[config.mk]
export PLATFORM = sky130hd
export DESIGN_NAME = i2c_dual_mode
export DESIGN_NICKNAME = d
export VERILOG_FILES = /design/src/rtl/i2c_dm_pkg.sv /design/src/rtl/i2c_dm_sync.sv /design/src/rtl/i2c_dm_busmon.sv /design/src/rtl/i2c_dm_bitbang.sv /design/src/rtl/i2c_dm_target.sv /design/src/rtl/i2c_dual_mode.sv
export SDC_FILE = /design/constraint.sdc
export NUM_CORES = 1
export LEC_CHECK = 0
export BUFFER_PORTS_ARGS = -buffer_cell sky130_fd_sc_hd__buf_4
export CORE_MARGIN = 2
export CORE_UTILIZATION = 45
export CTS_BUF_LIST = sky130_fd_sc_hd__clkbuf_16
export CTS_CLUSTER_DIAMETER = 100
export DETAILED_ROUTE_END_ITERATION = 12
export SYNTH_ARGS = -nofsm -noshare
export SYNTH_HDL_FRONTEND = slang
export SYNTH_HIERARCHICAL = 1
export SYNTH_SLANG_ARGS = --single-unit
export TNS_END_PERCENT = 1
[constraint.sdc]
create_clock -name clk -period 1.8 [get_ports clk]
set_input_delay 0.36 -clock clk [delete_from_list [all_inputs] [get_ports clk]]
set_output_delay 0.36 -clock clk [all_outputs]
set_load 0.005 [all_outputs]
[src/rtl/i2c_dm_pkg.sv]
package i2c_dm_pkg;

  localparam int BYTE_W  = 8;
  localparam int ADR_W   = 7;
  localparam int REG_AW  = 2;
  localparam int CNT_W   = 4;

  localparam logic [REG_AW-1:0] RA_CTRL = 2'd0;
  localparam logic [REG_AW-1:0] RA_OWN  = 2'd1;
  localparam logic [REG_AW-1:0] RA_DATA = 2'd2;
  localparam logic [REG_AW-1:0] RA_BB   = 2'd3;

  // control register bit positions
  localparam int CB_MODE = 0;
  localparam int CB_STIE = 1;
  localparam int CB_GC   = 2;

  // bit-bang register bit positions
  localparam int BB_DOUT = 0;
  localparam int BB_DOE  = 1;
  localparam int BB_COUT = 2;
  localparam int BB_DIN  = 3;

  typedef enum logic [1:0] {
    CAUSE_START  = 2'b00,
    CAUSE_RSTART = 2'b01,
    CAUSE_DATA   = 2'b10,
    CAUSE_STOP   = 2'b11
  } cause_e;

  typedef enum logic [2:0] {
    TS_IDLE,
    TS_ADDR,
    TS_AACK,
    TS_RX,
    TS_RACK,
    TS_TX,
    TS_TACK,
    TS_WAIT
  } tstate_e;

endpackage

[src/rtl/i2c_dm_sync.sv]
module i2c_dm_sync #(
  parameter int              STAGES  = 2,
  parameter int              W       = 2,
  parameter logic [W-1:0]    RST_VAL = '1
) (
  input  logic         clk,
  input  logic         rst_n,
  input  logic [W-1:0] din,
  output logic [W-1:0] dout
);

  logic [STAGES-1:0][W-1:0] stg_q;

  always_ff @(posedge clk or negedge rst_n) begin
    if (!rst_n) begin
      for (int s = 0; s < STAGES; s++) stg_q[s] <= RST_VAL;
    end else begin
      stg_q[0] <= din;
      for (int s = 1; s < STAGES; s++) stg_q[s] <= stg_q[s-1];
    end
  end

  assign dout = stg_q[STAGES-1];

endmodule

[src/rtl/i2c_dm_busmon.sv]
module i2c_dm_busmon (
  input  logic clk,
  input  logic rst_n,
  input  logic scl_s,
  input  logic sda_s,
  output logic scl_rise,
  output logic scl_fall,
  output logic start_c,
  output logic stop_c
);

  logic scl_q, sda_q;

  always_ff @(posedge clk or negedge rst_n) begin
    if (!rst_n) begin
      scl_q <= 1'b1;
      sda_q <= 1'b1;
    end else begin
      scl_q <= scl_s;
      sda_q <= sda_s;
    end
  end

  always_comb begin
    scl_rise = scl_s & ~scl_q;
    scl_fall = ~scl_s & scl_q;
    // data edges only count as conditions while the clock stays high
    start_c  = scl_s & scl_q & sda_q & ~sda_s;
    stop_c   = scl_s & scl_q & ~sda_q & sda_s;
  end

endmodule

[src/rtl/i2c_dm_bitbang.sv]
module i2c_dm_bitbang (
  input  logic       clk,
  input  logic       rst_n,
  input  logic       mode,
  input  logic       wr_en,
  input  logic [2:0] wdata,
  input  logic       scl_rise,
  input  logic       sda_s,
  output logic       dout_q,
  output logic       doe_q,
  output logic       cout_q,
  output logic       din_q,
  output logic       sda_low,
  output logic       scl_low
);

  logic dout_d, doe_d, cout_d, din_d;

  always_comb begin
    dout_d = dout_q;
    doe_d  = doe_q;
    cout_d = cout_q;
    din_d  = din_q;
    if (wr_en) begin
      dout_d = wdata[0];
      doe_d  = wdata[1];
      cout_d = wdata[2];
    end
    if (mode && !doe_q && scl_rise) din_d = sda_s;
  end

  always_ff @(posedge clk or negedge rst_n) begin
    if (!rst_n) begin
      dout_q <= 1'b0;
      doe_q  <= 1'b0;
      cout_q <= 1'b0;
      din_q  <= 1'b0;
    end else begin
      dout_q <= dout_d;
      doe_q  <= doe_d;
      cout_q <= cout_d;
      din_q  <= din_d;
    end
  end

  assign sda_low = doe_q & ~dout_q;
  assign scl_low = ~cout_q;

endmodule

[src/rtl/i2c_dm_target.sv]
module i2c_dm_target
  import i2c_dm_pkg::*;
(
  input  logic              clk,
  input  logic              rst_n,
  input  logic              en,
  input  logic              sda_s,
  input  logic              scl_rise,
  input  logic              scl_fall,
  input  logic              start_c,
  input  logic              stop_c,
  input  logic              stop_ie,
  input  logic [ADR_W-1:0]  own_addr,
  input  logic [BYTE_W-1:0] tx_byte,
  output logic              sda_low,
  output logic              ev_valid,
  output logic [1:0]        ev_cause,
  output logic              gc_set,
  output logic              rx_valid,
  output logic [BYTE_W-1:0] rx_byte
);

  tstate_e           st_q, st_d;
  logic [BYTE_W-1:0] sh_q, sh_d;
  logic [CNT_W-1:0]  cnt_q, cnt_d;
  logic              rw_q, rw_d;
  logic              busy_q, busy_d;
  logic              match_q, match_d;
  logic              rep_q, rep_d;
  logic              gch_q, gch_d;
  logic              nack_q, nack_d;
  logic              drv_q, drv_d;

  logic [ADR_W-1:0]  rx_adr;
  logic              adr_zero, adr_hit;

  assign rx_adr   = sh_q[BYTE_W-1:1];
  assign adr_zero = (rx_adr == '0);
  assign adr_hit  = (rx_adr == own_addr) | adr_zero;

  always_comb begin
    st_d     = st_q;
    sh_d     = sh_q;
    cnt_d    = cnt_q;
    rw_d     = rw_q;
    busy_d   = busy_q;
    match_d  = match_q;
    rep_d    = rep_q;
    gch_d    = gch_q;
    nack_d   = nack_q;
    drv_d    = drv_q;
    ev_valid = 1'b0;
    ev_cause = CAUSE_START;
    gc_set   = 1'b0;
    rx_valid = 1'b0;

    if (!en) begin
      st_d    = TS_IDLE;
      busy_d  = 1'b0;
      match_d = 1'b0;
      drv_d   = 1'b0;
      cnt_d   = '0;
    end else if (start_c) begin
      st_d    = TS_ADDR;
      sh_d    = '0;
      cnt_d   = '0;
      rep_d   = busy_q;
      busy_d  = 1'b1;
      match_d = 1'b0;
      drv_d   = 1'b0;
    end else if (stop_c) begin
      st_d    = TS_IDLE;
      busy_d  = 1'b0;
      drv_d   = 1'b0;
      match_d = 1'b0;
      if (match_q && stop_ie) begin
        ev_valid = 1'b1;
        ev_cause = CAUSE_STOP;
      end
    end else begin
      unique case (st_q)
        TS_ADDR: begin
          if (scl_rise) begin
            sh_d  = {sh_q[BYTE_W-2:0], sda_s};
            cnt_d = cnt_q + 1'b1;
          end else if (scl_fall && cnt_q == CNT_W'(BYTE_W)) begin
            cnt_d = '0;
            if (adr_hit) begin
              drv_d = 1'b1;
              st_d  = TS_AACK;
              rw_d  = sh_q[0] & ~adr_zero;
              gch_d = adr_zero;
            end else begin
              st_d  = TS_WAIT;
            end
          end
        end
        TS_AACK: begin
          if (scl_fall) begin
            match_d  = 1'b1;
            ev_valid = 1'b1;
            ev_cause = rep_q ? CAUSE_RSTART : CAUSE_START;
            gc_set   = gch_q;
            cnt_d    = '0;
            if (rw_q) begin
              sh_d  = tx_byte;
              drv_d = ~tx_byte[BYTE_W-1];
              st_d  = TS_TX;
            end else begin
              drv_d = 1'b0;
              st_d  = TS_RX;
            end
          end
        end
        TS_RX: begin
          if (scl_rise) begin
            sh_d  = {sh_q[BYTE_W-2:0], sda_s};
            cnt_d = cnt_q + 1'b1;
          end else if (scl_fall && cnt_q == CNT_W'(BYTE_W)) begin
            drv_d = 1'b1;
            cnt_d = '0;
            st_d  = TS_RACK;
          end
        end
        TS_RACK: begin
          if (scl_fall) begin
            drv_d    = 1'b0;
            ev_valid = 1'b1;
            ev_cause = CAUSE_DATA;
            rx_valid = 1'b1;
            st_d     = TS_RX;
          end
        end
        TS_TX: begin
          if (scl_fall) begin
            if (cnt_q == CNT_W'(BYTE_W - 1)) begin
              drv_d = 1'b0;
              cnt_d = '0;
              st_d  = TS_TACK;
            end else begin
              sh_d  = {sh_q[BYTE_W-2:0], 1'b0};
              drv_d = ~sh_q[BYTE_W-2];
              cnt_d = cnt_q + 1'b1;
            end
          end
        end
        TS_TACK: begin
          if (scl_rise) begin
            nack_d = sda_s;
          end else if (scl_fall) begin
            ev_valid = 1'b1;
            ev_cause = CAUSE_DATA;
            if (!nack_q) begin
              sh_d  = tx_byte;
              drv_d = ~tx_byte[BYTE_W-1];
              st_d  = TS_TX;
            end else begin
              drv_d = 1'b0;
              st_d  = TS_WAIT;
            end
          end
        end
        default: ;
      endcase
    end
  end

  always_ff @(posedge clk or negedge rst_n) begin
    if (!rst_n) begin
      st_q    <= TS_IDLE;
      sh_q    <= '0;
      cnt_q   <= '0;
      rw_q    <= 1'b0;
      busy_q  <= 1'b0;
      match_q <= 1'b0;
      rep_q   <= 1'b0;
      gch_q   <= 1'b0;
      nack_q  <= 1'b0;
      drv_q   <= 1'b0;
    end else begin
      st_q    <= st_d;
      sh_q    <= sh_d;
      cnt_q   <= cnt_d;
      rw_q    <= rw_d;
      busy_q  <= busy_d;
      match_q <= match_d;
      rep_q   <= rep_d;
      gch_q   <= gch_d;
      nack_q  <= nack_d;
      drv_q   <= drv_d;
    end
  end

  assign sda_low = drv_q;
  assign rx_byte = sh_q;

endmodule

[src/rtl/i2c_dual_mode.sv]
module i2c_dual_mode
  import i2c_dm_pkg::*;
#(
  parameter int SYNC_STAGES = 2
) (
  input  logic              clk,
  input  logic              rst_n,
  input  logic [REG_AW-1:0] reg_addr,
  input  logic              reg_wr,
  input  logic [BYTE_W-1:0] reg_wdata,
  output logic [BYTE_W-1:0] reg_rdata,
  input  logic              scl_i,
  input  logic              sda_i,
  output logic              scl_oe,
  output logic              sda_oe,
  output logic              irq
);

  logic rst_sync, rst_ni;

  i2c_dm_sync #(.STAGES(2), .W(1), .RST_VAL(1'b0)) u_rsync (
    .clk(clk), .rst_n(rst_n), .din(1'b1), .dout(rst_sync)
  );
  assign rst_ni = rst_sync;

  // wire synchronizer and condition detection
  logic [1:0] line_s;
  logic       scl_s, sda_s, scl_rise, scl_fall, start_c, stop_c;

  i2c_dm_sync #(.STAGES(SYNC_STAGES), .W(2), .RST_VAL(2'b11)) u_lsync (
    .clk(clk), .rst_n(rst_ni), .din({scl_i, sda_i}), .dout(line_s)
  );
  assign scl_s = line_s[1];
  assign sda_s = line_s[0];

  i2c_dm_busmon u_mon (
    .clk(clk), .rst_n(rst_ni), .scl_s(scl_s), .sda_s(sda_s),
    .scl_rise(scl_rise), .scl_fall(scl_fall), .start_c(start_c), .stop_c(stop_c)
  );

  // register state
  logic              mode_q, mode_d;
  logic              stie_q, stie_d;
  logic              gc_q, gc_d;
  logic [1:0]        cause_q, cause_d;
  logic              irq_q, irq_d;
  logic [ADR_W-1:0]  own_q, own_d;
  logic [BYTE_W-1:0] data_q, data_d;

  logic wr_ctrl, wr_own, wr_data, wr_bb;
  assign wr_ctrl = reg_wr && (reg_addr == RA_CTRL);
  assign wr_own  = reg_wr && (reg_addr == RA_OWN);
  assign wr_data = reg_wr && (reg_addr == RA_DATA);
  assign wr_bb   = reg_wr && (reg_addr == RA_BB);

  // target sequencer
  logic              t_sda_low, ev_valid, gc_set, rx_valid;
  logic [1:0]        ev_cause;
  logic [BYTE_W-1:0] rx_byte;

  i2c_dm_target u_tgt (
    .clk(clk), .rst_n(rst_ni), .en(~mode_q), .sda_s(sda_s),
    .scl_rise(scl_rise), .scl_fall(scl_fall), .start_c(start_c), .stop_c(stop_c),
    .stop_ie(stie_q), .own_addr(own_q), .tx_byte(data_q),
    .sda_low(t_sda_low), .ev_valid(ev_valid), .ev_cause(ev_cause),
    .gc_set(gc_set), .rx_valid(rx_valid), .rx_byte(rx_byte)
  );

  // software-driven host port
  logic bb_dout, bb_oe, bb_cout, bb_din, h_sda_low, h_scl_low;

  i2c_dm_bitbang u_bb (
    .clk(clk), .rst_n(rst_ni), .mode(mode_q), .wr_en(wr_bb),
    .wdata(reg_wdata[2:0]), .scl_rise(scl_rise), .sda_s(sda_s),
    .dout_q(bb_dout), .doe_q(bb_oe), .cout_q(bb_cout), .din_q(bb_din),
    .sda_low(h_sda_low), .scl_low(h_scl_low)
  );

  always_comb begin
    mode_d  = mode_q;
    stie_d  = stie_q;
    gc_d    = gc_q;
    cause_d = cause_q;
    irq_d   = irq_q;
    own_d   = own_q;
    data_d  = data_q;
    if (wr_ctrl) begin
      mode_d = reg_wdata[CB_MODE];
      stie_d = reg_wdata[CB_STIE];
      gc_d   = gc_q & reg_wdata[CB_GC];
      irq_d  = 1'b0;
    end
    if (wr_own)  own_d  = reg_wdata[ADR_W-1:0];
    if (wr_data) data_d = reg_wdata;
    // hardware events take precedence over a same-cycle software write
    if (gc_set)   gc_d   = 1'b1;
    if (rx_valid) data_d = rx_byte;
    if (ev_valid) begin
      irq_d   = 1'b1;
      cause_d = ev_cause;
    end
  end

  always_ff @(posedge clk or negedge rst_ni) begin
    if (!rst_ni) begin
      mode_q  <= 1'b0;
      stie_q  <= 1'b0;
      gc_q    <= 1'b0;
      cause_q <= 2'b00;
      irq_q   <= 1'b0;
      own_q   <= '0;
      data_q  <= '0;
    end else begin
      mode_q  <= mode_d;
      stie_q  <= stie_d;
      gc_q    <= gc_d;
      cause_q <= cause_d;
      irq_q   <= irq_d;
      own_q   <= own_d;
      data_q  <= data_d;
    end
  end

  always_comb begin
    unique case (reg_addr)
      RA_CTRL: reg_rdata = {irq_q, 2'b00, cause_q, gc_q, stie_q, mode_q};
      RA_OWN:  reg_rdata = {1'b0, own_q};
      RA_DATA: reg_rdata = data_q;
      default: reg_rdata = {4'h0, bb_din, bb_cout, bb_oe, bb_dout};
    endcase
  end

  assign sda_oe = mode_q ? h_sda_low : t_sda_low;
  assign scl_oe = mode_q & h_scl_low;
  assign irq    = irq_q;

endmodule

==> out/metrics.cfg <==
[cells_and_area]
final_nets=402
layout-drive-gt1-share=0.415
diodes=0
final_core_util=0.621
stdcell_count=466
area_delta_synth_final_pct=34.2
fin_area_mm2=0.00419

[synthesis]
seq_area_frac_synth=0.443
ys.warnings.count=6
avgSynthCellArea_um2=10.3
syn_area_mm2=0.00312
syn_nets=319
ys_types=63
synth_top_flop_cell=dfrtp_1
ys_ff_latch=55
ys_async_sr_fraction=1.00
syn_inst=302
synth_edf_count=0

[place]
dp_slack_ns=-0.251
dp.cells=451
dpl_cell_area_mm2=0.00379
gp_congestion=0.935
numPortBuffers=25
dpl.hpwl_mm=5.73

[setup_path]
timing.rr.end=u_tgt/cnt_q[2]
cp-start-kind=flop
cp.buffers_inverters=1
worstSetupEndpointType=flop
cp.depth=7
worstPathCellList=nor2b_4 -> buf_6 -> and4b_1 -> or3_4 -> nand3_4 -> or4b_4 -> a21oi_2
cp-startpoint=u_mon/scl_q
worstPathRequired_ns=2.03
critPathMaxFanout=5
reg2reg_depth=7
regToRegSetupSlack_ns=-0.17
endpoint=u_tgt/cnt_q[2]
critPathKind=reg -> reg
crit_path_top_delay_cell=dfstp_2
worstPathArrival_ns=2.20
slowest_delay_ns=0.54
crit_family=simple AND/OR/NAND/NOR gates
rr_startpoint=u_mon/scl_q

[floorplan]
initial_core_util=0.462
die_w_um=87.3
ios=26
core_mm2=0.00676
die_h_um=87.3
dieArea_mm2=0.00763
rows=30

[sta]
tightestPinTransition_ns=0.549
finalSetupViolations=20
min_period_over_period=1.09
finalMaxSlewViolations=0
hold_violations=0
min_period_ns=1.97
layout_setup_ws_ns=-0.171
finClkSkew_ns=0.00446
relSlewSlack=0.631
fmax_ghz=0.507
rsz0062_at_grt=true

[detailed_routing]
drt_iter0_drc=98
antenna_left=0
viasPerCell=5.60
drt_first_pass_iters=4
drc=0
via_count=2610
wl_per_cell_um=17.2
wirelength_mm=8.03

[clocking]
cts_root_buffer=clkbuf_16
insertion_delay_ns=0.29
cts_tree=done
cts_sinks=55
htreeDepth=2
path_clk_slew_ns=0.07
numCtsBuffers=5
clk_path_buf_depth=2

[power_and_ir_drop]
seqPwrFrac=0.358
pwr-share-clk=0.237
power_mw=4.58
ir_drop_mv=0.567
p_int_mw=3.05
pwr-share-comb=0.405
switching_share=0.334
power.switching_mw=1.53
p_per_area_mw_per_mm2=1090
p_leak_nw=1.96

[run]
maxCapViolCount=0

[hold_path]
hp-class=in -> reg

[global_route]
grt_pass1_vias=2667
antenna_found_initial=0
grt_max_degree=54
grt_pass1_wl_mm=13.3
grt_overflow=0
grtUsageTotal=0.223

[status]
violations=setup timing
status=complete, but fails checks

-- state kept, by name (all words and copies together) (netlist names), 2 cells and up --
name / flops
data_q: 8
u_tgt/rx_byte: 8
own_q: 7
u_tgt/cnt_q: 4
u_tgt/st_q: 3
cause_q: 2
u_lsync/dout: 2
u_lsync/stg_q: 2
-- kinds of logic after synthesis --
kind of cell,after synthesis,share of synthesized area
buffers and inverters,23,0.0368
multiplexers,32,0.132
XOR/XNOR,8,0.0224
adder cells (fa/ha/maj),2,0.00801
AND/OR/NAND/NOR,108,0.210
flip-flops,55,0.443
other,1,0.00120
AO/OA/AOI/OAI,73,0.146
-- worst min-delay path by stage --
stage / from / end / slack [ns] / depth (start not counted)
after floorplan: rst_n / u_rsync/dout / 0.06 / 0
after global placement: rst_n / u_rsync/stg_q[0] / 0.14 / 1
after detailed placement: rst_n / u_rsync/stg_q[0] / 0.14 / 1
after CTS: sda_i / u_lsync/stg_q[0] / 0.17 / 1
after global routing: scl_i / u_lsync/stg_q[1] / 0.16 / 1
final: sda_i / u_lsync/stg_q[0] / 0.17 / 1
-- stage by stage --
stage          hold WS, ns  setup TNS [ns]
2_1_floorplan       0.0644           -4.20
3_3_place_gp         0.142           -3.33
3_5_place_dp         0.143           -3.95
4_1_cts              0.169           -1.52
5_1_grt              0.164           -3.68
6_report             0.174           -1.77
-- timing repair --
action                                  CTS  global route
buffers inserted                          4             2
pin swaps                                 6             6
hold buffers                              1             0
endpoints found under the hold margin     2             0
endpoints found under the setup margin   31            32
cloned                                    0             0
resized for setup                        17            31
-- cell usage after synthesis (3+ instances only) --
cell type,instances,area [um^2]
a21o_1,6,45.0
a21oi_1,29,145
and3_1,4,25.0
and4b_1,3,30.0
buf_2,5,25.0
buf_4,4,30.0
dfrtp_1,49,1230
dfstp_2,6,158
inv_1,9,33.8
mux2_2,12,135
mux2i_1,12,120
mux4_1,4,105
nand2_1,34,128
nand2b_1,8,50.1
nand3_1,5,25.0
nor2_1,11,41.3
nor2b_1,16,100
nor3_1,3,15.0
o21ai_0,11,55.1
o22ai_1,9,56.3
o31ai_1,3,22.5
xnor2_1,3,26.3
xor2_1,5,43.8
-- layer usage --
layer	wire length, um	up-vias	GRT usage
li1	-	1257	-
met4	114	0	0.0671
met5	0	-	0
met3	236	10	0.0332
met2	3800	67	0.357
met1	3880	1276	0.315
-- power groups by stage --
stage          Combinational, mW  Sequential, mW  Clock (mW)
4_1_cts                     1.66            1.63        1.12
5_1_grt                     1.99            1.66        1.15
3_3_place_gp                1.57            1.65           0
6_report                    1.86            1.64        1.09
3_5_place_dp                1.58            1.65           0
2_1_floorplan              0.890            1.66           0
-- final cells by class --
cell class                      count  area, um^2
Clock inverter                      3        38.8
Tap cell                           80         100
Multi-Input combinational cell    224        1800
Sequential cell                    55        1390
Fill cell                         575        2560
Clock buffer                        5         125
Timing Repair Buffer               89         709
Inverter                           10        37.5
-- cells in the final DEF (no fill, tap or decap), types with 6 or more instances in the layout --
| cell | n |
|---|---|
| nand2b_1 | 7 |
| inv_1 | 8 |
| buf_4 | 80 |
| a21oi_1 | 23 |
| o21ai_0 | 8 |
| dfstp_2 | 6 |
| dfrtp_1 | 48 |
| nor2_1 | 8 |
| mux2i_1 | 12 |
| a21o_1 | 6 |
| nor2b_1 | 13 |
| o22ai_1 | 9 |
| nand2_1 | 32 |
| mux2_2 | 12 |
| buf_6 | 7 |
-- worst register-to-register path: cells and delay by family (launching register included) --
family	cells	cell delay (ns)
buffers and inverters	1	0.11
AOI/OAI and AO/OA	1	0.13
and+or+nand+nor	5	1.12
DFF	1	0.54
No activity file was read; power rests on OpenSTA's default activity.
